### config.mk
export PLATFORM = sky130hd
export DESIGN_NAME = sdrm_burst
export DESIGN_NICKNAME = d
export VERILOG_FILES = /design/src/rtl/sdrm_burst.sv
export SDC_FILE = /design/constraint.sdc
export NUM_CORES = 1
export LEC_CHECK = 0
export ABC_AREA = 1
export BUFFER_PORTS_ARGS = -buffer_cell sky130_fd_sc_hd__buf_2
export CELL_PAD_IN_SITES_DETAIL_PLACEMENT = 1
export CELL_PAD_IN_SITES_GLOBAL_PLACEMENT = 1
export CORE_UTILIZATION = 40
export CTS_CLUSTER_DIAMETER = 30
export CTS_CLUSTER_SIZE = 40
export DETAILED_ROUTE_END_ITERATION = 8
export GPL_TIMING_DRIVEN = 0
export HOLD_SLACK_MARGIN = 0.15
export PLACE_DENSITY_LB_ADDON = 0.1
export SYNTH_ARGS = -nofsm -noshare
export SYNTH_HDL_FRONTEND = slang
export SYNTH_SLANG_ARGS = --single-unit
export TNS_END_PERCENT = 20
### constraint.sdc
create_clock -name clk -period 3.9 [get_ports clk]
set_input_delay 0.585 -clock clk [delete_from_list [all_inputs] [get_ports clk]]
set_output_delay 0.585 -clock clk [all_outputs]
set_load 0.02 [all_outputs]
### src/rtl/sdrm_burst.sv
module sdrm_burst #(
   parameter int ROW_W  = 11,
   parameter int COL_W  = 8,
   parameter int MAX_CL = 3
) (
   input  logic             clk,
   input  logic             rst_n,
   input  logic             start,
   input  logic             start_bank,
   input  logic [ROW_W-1:0] start_row,
   input  logic [COL_W-1:0] start_col,
   input  logic [2:0]       len_code,
   input  logic             stop_bst,
   input  logic [1:0]       pre_hit,
   input  logic [1:0]       cl,
   output logic             word_valid,
   output logic             word_bank,
   output logic [ROW_W-1:0] word_row,
   output logic [COL_W-1:0] word_col
);
   localparam int WORD_W = 2 + ROW_W + COL_W;

   logic             live, full, v0, bank_q;
   logic [ROW_W-1:0] row_q;
   logic [COL_W-1:0] col_q, mask_q, col_nx;
   logic [2:0]       rem_q;
   logic             stop;
   logic [WORD_W-1:0] issue_w, sel_w;
   logic [WORD_W-1:0] pipe [MAX_CL];

   assign stop   = stop_bst || pre_hit[bank_q];
   assign col_nx = (col_q & ~mask_q) | ((col_q + 1'b1) & mask_q);

   always_ff @(posedge clk or negedge rst_n) begin
      if (!rst_n) begin
         live <= 1'b0; full <= 1'b0; v0 <= 1'b0; bank_q <= 1'b0;
         row_q <= '0; col_q <= '0; mask_q <= '0; rem_q <= '0;
      end else if (start) begin
         live   <= 1'b1;
         v0     <= 1'b1;
         bank_q <= start_bank;
         row_q  <= start_row;
         col_q  <= start_col;
         full   <= len_code[2];
         mask_q <= len_code[2] ? '1 : COL_W'((8'd1 << len_code[1:0]) - 8'd1);
         rem_q  <= len_code[2] ? 3'd0 : 3'((4'd1 << len_code[1:0]) - 4'd1);
      end else if (live && !stop && (full || rem_q != 3'd0)) begin
         v0    <= 1'b1;
         col_q <= col_nx;
         if (!full) rem_q <= rem_q - 1'b1;
      end else begin
         live <= 1'b0;
         v0   <= 1'b0;
      end
   end

   assign issue_w = {v0, bank_q, row_q, col_q};

   // Latency line: stage i holds the word issued i edges earlier.
   always_comb pipe[0] = issue_w;
   for (genvar gi = 1; gi < MAX_CL; gi++) begin : g_lat
      always_ff @(posedge clk or negedge rst_n) begin
         if (!rst_n) pipe[gi] <= '0;
         else        pipe[gi] <= pipe[gi-1];
      end
   end

   always_comb begin
      sel_w = pipe[0];
      for (int i = 1; i < MAX_CL; i++)
         if (cl == 2'(i + 1)) sel_w = pipe[i];
   end

   assign {word_valid, word_bank, word_row, word_col} = sel_w;

   assert_stop_halts_R9: assert property (@(posedge clk) disable iff (!rst_n)
      (live && stop && !start) |=> !v0);
   assert_fixed_len_ends_R7: assert property (@(posedge clk) disable iff (!rst_n)
      (v0 && !full && rem_q == 3'd0 && !start) |=> !v0);
   assert_start_issues_R8: assert property (@(posedge clk) disable iff (!rst_n)
      start |=> (v0 && col_q == $past(start_col)));
endmodule

==> results_dict.tcl <==
set metrics [dict create \
    outcome "completed" \
    drive_gt1_frac 0.2075 \
    grt_antenna_before_repair 0 \
    fin_crit_ns 2.168 \
    floorplan.initialDensity 0.4219 \
    fmax_mhz 461.3 \
    routed_wl_microns 7489 \
    rsz0062_at_grt "false" \
    grt_max_degree 50 \
    p_per_area_mw_per_mm2 490.2 \
    clock_path_buffers 2 \
    synth-edff-count 0 \
    fp.coreArea_sq_mm 0.007370 \
    synthArstFlopShare 1.000 \
    synthDistinctLibCells 27 \
    worstMarginPinSlew_ns 0.6307 \
    wl_met2_microns 3661 \
    syn-num-nets 370 \
    via_per_inst 4.970 \
    hpwl_microns 5405 \
    met1_length_microns 3503 \
    ys_seq_elements 74 \
    clock_sinks 74 \
    p_leak_nw 1.868 \
    grt_pass1_wl_microns 13040 \
    syn_inst 335 \
    grt_pass1_vias 2673 \
    post_cts_resized 0 \
    grt.total_usage 0.2062 \
    grt-ovfl-total 0 \
    globalplace.congestion 0.7962 \
    synthToLayoutAreaGrowth_pct 19.36 \
    num_antenna_cells 0 \
    fin_tns_setup_ns 0 \
    worstPathArrival_ns 1.58 \
    wl_met3_microns 200 \
    avgSynthCellArea_sq_um 9.281 \
    drc 0 \
    cts_setup_buffers 0 \
    synth_area_sq_mm 0.003109 \
    finalHoldViolCount 0 \
    skew_ns 0.008676 \
    ios 52 \
    insertion_delay_ns 0.34 \
    ctsHoldBuffers 0 \
    clk_pin_slew_worst_paths_ns 0.08 \
    io_buffers 49 \
    cts_buffers 9 \
    holdWs_ns 0.1619 \
    critical_path_required_ns 3.31 \
    vias 2480 \
    num_rows 31 \
    die_area_sq_mm 0.008130 \
    postRouteAntennaNets 0 \
    period_share 0.5558 \
    die_x_microns 90.17 \
    drt_iter0_drc 122 \
    top_layer "met4" \
    die_h_microns 90.17 \
    cts_tree "done" \
    ys_seq_area_frac 0.5956 \
    htree_levels 3 \
    firstDrtPassIters 6 \
    synth_ff_type "dfrtp_1" \
    num-nets-final 431 \
    cap_violations 0 \
    vdd_drop_max_mv 0.1891 \
    setup_viol 0 \
    crit_fanout 10 \
    drv_slew 0 \
    worst_setup_path_end_kind "primary output" \
    critical_path_class "input port to primary output" \
    max_slew_margin 0.5795 \
    ys_warn_count 0 \
    hold_class "input port to async pin" \
    wl_per_cell_microns 15.01 \
    cp-start-kind "input port" \
    cts_root_buffer "clkbuf_8" \
]
cells in the final DEF, fill, tap and decap left out, drive strengths merged:
master and n:
a21oi 7, buf 60, bufinv 1, clkbuf 14, clkinv 3, clkinvlp 1, dfrtp 74, ha 4
inv 35, nand2 111, nand3 26, nand3b 1, nand4 5, nor2 13, o211ai 18, o21ai 21
o21bai 1, o22ai 2, or2 2, xnor2 1
report_power, final:
group	switching (mW)	internal, mW
clock network	0.281	0.327
logic	0.189	0.110
registers	0.0565	0.855
total	0.527	1.29
cell usage after synthesis, types with 2 or more instances:
master / count / area, sq um
nand2_1: 109 / 409.1
dfrtp_1: 74 / 1852
inv_1: 34 / 127.6
nand3_1: 25 / 125.1
o21ai_0: 20 / 100.1
o211ai_1: 18 / 135.1
nor2_1: 11 / 41.29
a21oi_1: 7 / 35.03
nand4_1: 5 / 31.28
buf_2: 4 / 20.02
buf_4: 4 / 30.03
ha_1: 4 / 50.05
clkbuf_1: 3 / 11.26
buf_6: 2 / 22.52
nand2_2: 2 / 12.51
o22ai_1: 2 / 12.51
per-stage QoR:
stage | area [sq um] | total power [mW] | util | worst slack, ns | cells
2_1_floorplan | 3109 | 1.107 | - | 1.984 | 335
3_3_place_gp | 3478 | 1.216 | 0.4720 | 1.719 | 483
3_5_place_dp | 3508 | 1.232 | 0.4761 | 1.704 | 484
4_1_cts | 3711 | 1.849 | 0.5036 | 1.698 | 499
5_1_grt | 3711 | 1.923 | 0.5036 | 1.605 | 499
6_report | 3711 | 1.819 | 0.5036 | 1.732 | 499
flip-flops by register name, summed over array words and instances, names as in the netlist, 3 cells and up, named ones only:
register and cells:
row_q 11, rem_q 3, mask_q 6, pipe 42
worst paths after layout:
kind | to | depth (start not counted) | slack [ns] | from
max | word_bank | 7 | 1.73 | cl[1]
min | rem_q[0] | 1 | 0.16 | rst_n
max reg2reg | flop | 9 | 2.42 | rem_q[0]
min reg2reg | pipe[0] | 0 | 0.38 | pipe[21]
max in group asynchronous | async pin | 2 | 3.19 | rst_n
min in group clk | pipe[0] | 0 | 0.38 | pipe[21]
final cells by class:
type	instances	area, sq um
buffer	13	83.83
clock buffer	11	151.4
clock inverter	4	51.30
fill	876	3659
inverter	36	137.6
multi-input combinational	212	1036
sequential	74	1852
tap	99	123.9
timing repair buffer	50	275.3
metal layers:
| metal | vias to the layer above | track usage |
|---|---|---|
| met3 | 12 | 0.03299 |
| met1 | 1229 | 0.2717 |
| li1 | 1203 | - |
| met5 | - | 0 |
| met4 | 0 | 0.09140 |
| met2 | 36 | 0.3359 |
cell families (layout without fill, tap and decap cells):
family,count (synthesis),after routing,share of synthesized area
and+or+nand+nor,158,158,0.2193
DFF,74,74,0.5956
AOI/OAI and AO/OA,49,49,0.09497
buffers and inverters,49,114,0.07123
adders and majority gates,4,4,0.01610
xor gates and xnor gates,1,1,0.002817
worst max-delay path, cell delays in order:
cell and delay (ns):
buf_4 0.15, inv_1 0.13, nor2_2 0.15, buf_4 0.20, nand2_1 0.07, o211ai_1 0.10
buf_2 0.20
No activity file was read; power rests on OpenSTA's default activity.
